### config.mk
export PLATFORM = sky130hd
export DESIGN_NAME = sdhc_swrst_ctrl
export DESIGN_NICKNAME = d
export VERILOG_FILES = /design/src/rtl/sdhc_swrst_pkg.sv /design/src/rtl/sdhc_rst_domain.sv /design/src/rtl/sdhc_swrst_outmap.sv /design/src/rtl/sdhc_swrst_ctrl.sv
export SDC_FILE = /design/constraint.sdc
export NUM_CORES = 1
export LEC_CHECK = 0
export BUFFER_PORTS_ARGS = -buffer_cell sky130_fd_sc_hd__clkbuf_2
export CAP_MARGIN = 20
export CORE_ASPECT_RATIO = 1.25
export CORE_MARGIN = 2
export CORE_UTILIZATION = 42
export CTS_CLUSTER_SIZE = 20
export DETAILED_ROUTE_END_ITERATION = 16
export GPL_TIMING_DRIVEN = 1
export PLACE_DENSITY = 0.7
export SYNTH_ARGS = -nofsm -noshare
export SYNTH_HDL_FRONTEND = slang
export SYNTH_SLANG_ARGS = --single-unit
### constraint.sdc
create_clock -name clk -period 1.3 [get_ports clk]
set_input_delay 0.195 -clock clk [delete_from_list [all_inputs] [get_ports clk]]
set_output_delay 0.195 -clock clk [all_outputs]
set_load 0.02 [all_outputs]
### src/rtl/sdhc_swrst_pkg.sv
package sdhc_swrst_pkg;

  localparam int NUM_DOM = 3;
  localparam int DOM_ALL = 0;
  localparam int DOM_CMD = 1;
  localparam int DOM_DAT = 2;

  // True once a reset that has run cnt+1 cycles has met the minimum length.
  function automatic logic min_elapsed(input int unsigned cnt, input int unsigned min_pulse);
    return (cnt + 1) >= min_pulse;
  endfunction

  // Status bits as seen by software: the full reset overlays both line domains.
  function automatic logic [NUM_DOM-1:0] status_bits(input logic [NUM_DOM-1:0] busy);
    logic [NUM_DOM-1:0] s;
    s[DOM_ALL] = busy[DOM_ALL];
    s[DOM_CMD] = busy[DOM_CMD] | busy[DOM_ALL];
    s[DOM_DAT] = busy[DOM_DAT] | busy[DOM_ALL];
    return s;
  endfunction

endpackage

### src/rtl/sdhc_rst_domain.sv
module sdhc_rst_domain
  import sdhc_swrst_pkg::*;
#(
  parameter int MIN_PULSE = 4
) (
  input  logic clk,
  input  logic rst_n,
  input  logic start_req,
  input  logic done_i,
  output logic busy_o,
  output logic start_o,
  output logic finish_o
);

  localparam int CNT_W = (MIN_PULSE > 2) ? $clog2(MIN_PULSE) : 1;
  localparam logic [CNT_W-1:0] CNT_MAX = CNT_W'(MIN_PULSE - 1);

  logic             busy_q;
  logic             seen_q;
  logic [CNT_W-1:0] cnt_q;
  logic             start_ok;
  logic             finish;

  // A request while busy is dropped: no restart, no extension.
  assign start_ok = start_req & ~busy_q;
  assign finish   = busy_q & min_elapsed(int'(cnt_q), MIN_PULSE) & (seen_q | done_i);

  always_ff @(posedge clk or negedge rst_n) begin
    if (!rst_n) begin
      busy_q <= 1'b0;
      seen_q <= 1'b0;
      cnt_q  <= '0;
    end else if (start_ok) begin
      busy_q <= 1'b1;
      seen_q <= 1'b0;
      cnt_q  <= '0;
    end else if (finish) begin
      busy_q <= 1'b0;
      seen_q <= 1'b0;
      cnt_q  <= '0;
    end else if (busy_q) begin
      if (cnt_q != CNT_MAX) cnt_q <= cnt_q + 1'b1;
      if (done_i) seen_q <= 1'b1;
    end
  end

  assign busy_o   = busy_q;
  assign start_o  = start_ok;
  assign finish_o = finish;

endmodule

### src/rtl/sdhc_swrst_outmap.sv
module sdhc_swrst_outmap
  import sdhc_swrst_pkg::*;
#(
  parameter int REG_W = 8
) (
  input  logic [NUM_DOM-1:0] dom_busy,
  input  logic               buf_rden_i,
  output logic [REG_W-1:0]   rd_data,
  output logic               rst_all_o,
  output logic               rst_cmd_o,
  output logic               rst_dat_o,
  output logic               dma_rst_o,
  output logic               buf_rden_o
);

  localparam int RSVD_W = REG_W - NUM_DOM;

  logic [NUM_DOM-1:0] status;

  assign status = status_bits(dom_busy);

  generate
    if (RSVD_W > 0) begin : g_rsvd
      assign rd_data = {{RSVD_W{1'b0}}, status};
    end else begin : g_norsvd
      assign rd_data = status[REG_W-1:0];
    end
  endgenerate

  assign rst_all_o  = status[DOM_ALL];
  assign rst_cmd_o  = status[DOM_CMD];
  assign rst_dat_o  = status[DOM_DAT];
  assign dma_rst_o  = status[DOM_DAT];
  assign buf_rden_o = buf_rden_i & ~status[DOM_DAT];

endmodule

### src/rtl/sdhc_swrst_ctrl.sv
module sdhc_swrst_ctrl
  import sdhc_swrst_pkg::*;
#(
  parameter int REG_W     = 8,
  parameter int MIN_PULSE = 4
) (
  input  logic             clk,
  input  logic             rst_n,
  input  logic             wr_en,
  input  logic [REG_W-1:0] wr_data,
  output logic [REG_W-1:0] rd_data,
  input  logic             all_done_i,
  input  logic             cmd_done_i,
  input  logic             dat_done_i,
  input  logic             buf_rden_i,
  output logic             rst_all_o,
  output logic             rst_cmd_o,
  output logic             rst_dat_o,
  output logic             dma_rst_o,
  output logic             buf_rden_o
);

  logic [NUM_DOM-1:0] done_vec;
  logic [NUM_DOM-1:0] dom_busy;
  logic [NUM_DOM-1:0] dom_start;
  logic [NUM_DOM-1:0] dom_finish;
  logic               rsvd_unused;

  assign done_vec[DOM_ALL] = all_done_i;
  assign done_vec[DOM_CMD] = cmd_done_i;
  assign done_vec[DOM_DAT] = dat_done_i;
  assign rsvd_unused       = ^wr_data[REG_W-1:NUM_DOM];

  generate
    for (genvar g = 0; g < NUM_DOM; g++) begin : g_dom
      sdhc_rst_domain #(.MIN_PULSE(MIN_PULSE)) u_dom (
        .clk      (clk),
        .rst_n    (rst_n),
        .start_req(wr_en & wr_data[g]),
        .done_i   (done_vec[g]),
        .busy_o   (dom_busy[g]),
        .start_o  (dom_start[g]),
        .finish_o (dom_finish[g])
      );
    end
  endgenerate

  sdhc_swrst_outmap #(.REG_W(REG_W)) u_map (
    .dom_busy  (dom_busy),
    .buf_rden_i(buf_rden_i),
    .rd_data   (rd_data),
    .rst_all_o (rst_all_o),
    .rst_cmd_o (rst_cmd_o),
    .rst_dat_o (rst_dat_o),
    .dma_rst_o (dma_rst_o),
    .buf_rden_o(buf_rden_o)
  );

endmodule

## Word-level counts from Yosys, hierarchy flattened

Index checks and enable logic that the tools add are counted.

- Add/sub/neg operators: 6
- Order comparisons: 3
- Equal/unequal tests: 3
- Multiplexer cells: 30
- Bitwise gates (word level): 22
- Reduce and logical (&&, ||, !) cells: 18

Operators with widths:

| operator | number |
|---|---|
| >= comparator 32 x 3 -> 1 bit, second input constant | 3 |
| nonzero test 3 bit | 9 |
| two-way mux 2 bit | 12 |
| two-way mux 1 bit | 18 |
| bitwise AND 1 bit | 13 |
| AND reduction 2 bit | 6 |
| adder 2 x 1 -> 3 bit, second input constant | 3 |
| adder 2 x 1 -> 2 bit, second input constant | 3 |
| != test 2 bit, second input constant | 3 |
| nonzero test 2 bit | 3 |
| OR 1 bit | 5 |
| NOT 1 bit | 4 |

- Bits in registers: 12
- Input port bits: 15
- Logic and storage cells: 91

## Depth between registers and ports, before layout

- Depth after elaboration: 6
- Depth in mapped cells: 4
- Depth with buffers taken out: 4

## By module

Synthesis repeated with hierarchy kept, for this count alone.

- Cells, all modules: 80
- Area total of the unflattened synthesis: 808.3 µm²

Modules (own cells, without submodules):

| module | times used | cells an instance | area an instance (µm²) |
|---|---|---|---|
| sdhc_rst_domain | 3 | 21 | 230.2 |
| sdhc_swrst_outmap | 1 | 14 | 98.8 |
| sdhc_swrst_ctrl | 1 | 3 | 18.8 |

## Worst setup path after synthesis

Ideal clock, no wire load.

- Path kind: reg2out
- Start: reg g_dom[0].u_dom.busy_q
- End: out buf_rden_o
- Data arrival time: 1.206 ns
- Setup slack: -0.101 ns
- Stages on the path, launching flop included: 3
- Buffers on the path: 0
- Cells stage by stage: dfrtp_1 > or2_2 > nor2_1

- Word-level cells in the longest chain between the ends: 3

RTL lines:

| element | line | source |
|---|---|---|
| start: declaration | sdhc_rst_domain.sv:18 | `logic busy_q;` |
| start signal: assignment | sdhc_rst_domain.sv:30 | `busy_q <= 1'b0;` |
| start signal: assignment | sdhc_rst_domain.sv:34 | `busy_q <= 1'b1;` |
| start signal: assignment | sdhc_rst_domain.sv:38 | `busy_q <= 1'b0;` |
| OR 1 bit | sdhc_swrst_pkg.sv:18 | `s[DOM_DAT] = busy[DOM_DAT] \| busy[DOM_ALL];` |
| via dma_rst_o | sdhc_swrst_ctrl.sv:19 | `output logic dma_rst_o,` |
| NOT 1 bit | sdhc_swrst_outmap.sv:34 | `assign buf_rden_o = buf_rden_i & ~status[DOM_DAT];` |
| bitwise AND 1 bit | sdhc_swrst_outmap.sv:34 |  |
| end: declaration | sdhc_swrst_ctrl.sv:20 | `output logic buf_rden_o` |

The timed path passes the listed nets, and every way through them passes these cells.

## Final worst setup path

- Start: reg g_dom[0].u_dom.busy_q
- End: out rd_data[1]

- Word-level cells in the longest chain between the ends: 1

RTL lines:

| element | line | source |
|---|---|---|
| OR 1 bit | sdhc_swrst_pkg.sv:17 | `s[DOM_CMD] = busy[DOM_CMD] \| busy[DOM_ALL];` |
| end: declaration | sdhc_swrst_ctrl.sv:11 | `output logic [REG_W-1:0] rd_data,` |

No other way between the ends.

==> flow_metrics.env <==
export IMPL_peakVddDrop_mv=1.14
export IMPL_h_tree_depth=1
export IMPL_critPathMaxFanout=2
export IMPL_tritoncts="done"
export IMPL_fmax_ghz=0.743
export IMPL_finalInstanceArea_um2=995
export IMPL_viasPerCell=5.05
export IMPL_total_power_uw=2380
export IMPL_drive_gt1_frac=0.369
export IMPL_critPathKind="register to output pin"
export IMPL_r2r_slack_ns=0.07
export IMPL_clk_pin_slew_ns=0.07
export IMPL_totalNegativeSetupSlack_ns=-0.124
export IMPL_die_area_um2=2070
export IMPL_skew_ns=0.000560
export IMPL_synth_area_um2=721
export IMPL_reg2reg_depth=4
export IMPL_fin_crit_sh=1.03
export IMPL_fin_util=0.629
export IMPL_fin_crit_ns=1.35
export IMPL_io_pins=28
export IMPL_ant_nets=0
export IMPL_clk_latency_ns=0.26
export IMPL_place_area_um2=806
export IMPL_antenna_found_initial=0
export IMPL_place_hpwl_um=1010
export IMPL_die_x_um=41.1
export IMPL_hold_violations=0
export IMPL_regToRegStartpoint="g_dom[0].u_dom.cnt_q[0]"
export IMPL_ys_seq_area_frac=0.417
export IMPL_synth_edff_count=0
export IMPL_clockRootBuffer="clkbuf_4"
export IMPL_area_growth_pct=38.0
export IMPL_synth_flop_cell="dfrtp_1"
export IMPL_overflow=0
export IMPL_slew_violations=0
export IMPL_start_kind="register"
export IMPL_fill_cells=133
export IMPL_grt_usage=0.147
export IMPL_wl_um=1390
export IMPL_grt_pass1_wl_um=2080
export IMPL_holdPathStages=3
export IMPL_dr_pass1_iters=4
export IMPL_numPortBuffers=17
export IMPL_synth_seq_cells=12
export IMPL_finalSetupViolCount=3
export IMPL_grt_pass1_vias=535
export IMPL_initial_core_util=0.456
export IMPL_die_h_um=50.3
export IMPL_cap_viol_max_count=0
export IMPL_drc=0
export IMPL_violations="setup timing"
export IMPL_wl_per_cell_um=11.5
export IMPL_cp_data_required_time_ns=1.11
export IMPL_async_reset_ff_frac=1.00
export IMPL_dr_total_vias=611
export IMPL_diodes=0
export IMPL_leakagePower_uw=0.000468
export IMPL_path_cells="buf_6 > or2_4 > buf_8"
export IMPL_drt_iter0_markers=5
export IMPL_yosysUniqueCellTypes=22
export IMPL_syn_area_per_cell_um2=9.36
export IMPL_arrival_ns=1.15
export IMPL_status="complete, but fails checks"
export IMPL_num_rows=16
export IMPL_min_path_type="primary input to register"
export IMPL_max_stage_delay_ns=0.39
export IMPL_gp_congestion=0.686
export IMPL_min_from="cmd_done_i"
export IMPL_crit_slowest_cell="dfrtp_1"
export IMPL_numCtsBuffers=3
export IMPL_core_area_um2=1580
export IMPL_rsz0062_at_grt="true"
export IMPL_hold_end="g_dom[1].u_dom.seen_q"
export IMPL_finalWorstSetupSlack_ns=-0.0453
export IMPL_p_per_area_nw_per_um2=2390
export IMPL_grt_max_degree=13
export IMPL_synthesis_instances=77
export IMPL_layout_nets=122
export IMPL_clkSinkCount=12
export IMPL_clockBufferDepth=2
export IMPL_crit_path_end_kind="output pin"
export IMPL_rr_endpoint="g_dom[0].u_dom.cnt_q[1]"
export IMPL_yosys_warnings=0
[layer usage]
layer | up-vias | GRT usage | part of all wire
met2 | 18 | 0.234 | 0.55
met1 | 290 | 0.182 | 0.40
met3 | 0 | 0.0265 | 0.046
li1 | 303 | - | -
met5 | - | 0 | 0
met4 | 0 | 0.0667 | 0
[registers in the layout, indices dropped and copies added (netlist names)]
name                flops
g_dom.u_dom.busy_o      3
g_dom.u_dom.seen_q      3
g_dom.u_dom.cnt_q       6
[final cells by class]
cell class	instances	area [µm²]	share of cell area
Inverter	4	15.0	0.0151
Sequential cell	12	300	0.302
Multi-Input combinational cell	56	393	0.395
Tap cell	18	22.5	0.0226
Timing Repair Buffer	27	228	0.229
Clock buffer	4	36.3	0.0365
[kinds of logic after synthesis]
logic type	Yosys count	synth area share
AND/OR/NAND/NOR	25	0.205
multiplexers	5	0.0694
other	1	0.00520
adder cells (fa/ha/maj)	3	0.0521
flip-flops	12	0.417
buffers and inverters	13	0.115
AO/OA/AOI/OAI	18	0.137
[synth_stat cells, drive strengths merged (3+ instances only)]
cell	count	area, µm²
dfrtp	12	300
nand2	10	37.5
o21ai	10	50.0
buf	9	67.6
a21oi	5	25.0
mux2i	5	50.1
nor2	5	18.8
inv	4	15.0
ha	3	37.5
nor3b	3	43.8
or2	3	18.8
[how the worst max path moves through the flow]
| stage | start | to | slack [ns] |
|---|---|---|---|
| floorplan | g_dom[0].u_dom.busy_o | rd_data[2] | 0.01 |
| global placement | g_dom[0].u_dom.cnt_q[0] | g_dom[0].u_dom.cnt_q[1] | 0.09 |
| detailed placement | g_dom[2].u_dom.cnt_q[0] | g_dom[2].u_dom.cnt_q[1] | 0.05 |
| CTS | g_dom[0].u_dom.busy_o | rd_data[1] | -0.06 |
| global route | g_dom[0].u_dom.busy_o | rst_cmd_o | -0.08 |
| finish | g_dom[0].u_dom.busy_o | rd_data[1] | -0.05 |
[layout by cell type, fill, tap and decap left out, drive strengths merged]
cell type,instances
dfrtp,12
nor4bb,1
o21ai,10
mux2i,5
nand2,10
dlygate4sd3,1
o211ai,1
nor2,5
a31oi,1
clkbuf,13
nor3b,3
inv,4
nand3b,1
buf,17
nand3,1
conb,5
nand2b,1
a21oi,5
ha,3
a32o,1
or2,3
[power breakdown]
group	total, µW	switching (µW)	internal [µW]
registers	757	189	568
clock network	289	119	170
logic	1340	604	731
total	2380	911	1470
[worst max-delay path: cells and delay by family (launching register included)]
family,cells,cell delay [ns]
flops,1,0.39
buf+inv,2,0.25
simple gates,1,0.24
[metrics by stage]
stage | std cells | setup WS (ns) | hold WS [ns]
final | 121 | -0.0453 | 0.222
after CTS | 116 | -0.0639 | 0.198
after global placement | 110 | 0.0866 | 0.0960
after floorplan | 81 | 0.0118 | -0.101
after detailed placement | 110 | 0.0537 | 0.0953
after global routing | 121 | -0.0843 | 0.225
[repair_timing]
| action | 4_1_cts | 5_1_grt |
|---|---|---|
| pin swaps | 1 | 1 |
| hold endpoints to repair | 12 | 0 |
| endpoints found under the setup margin | 6 | 10 |
| buffers inserted | 1 | 5 |
| hold buffers | 1 | 0 |
| gates resized for setup | 8 | 23 |
Note: power is estimated with default switching activity, not from simulation.
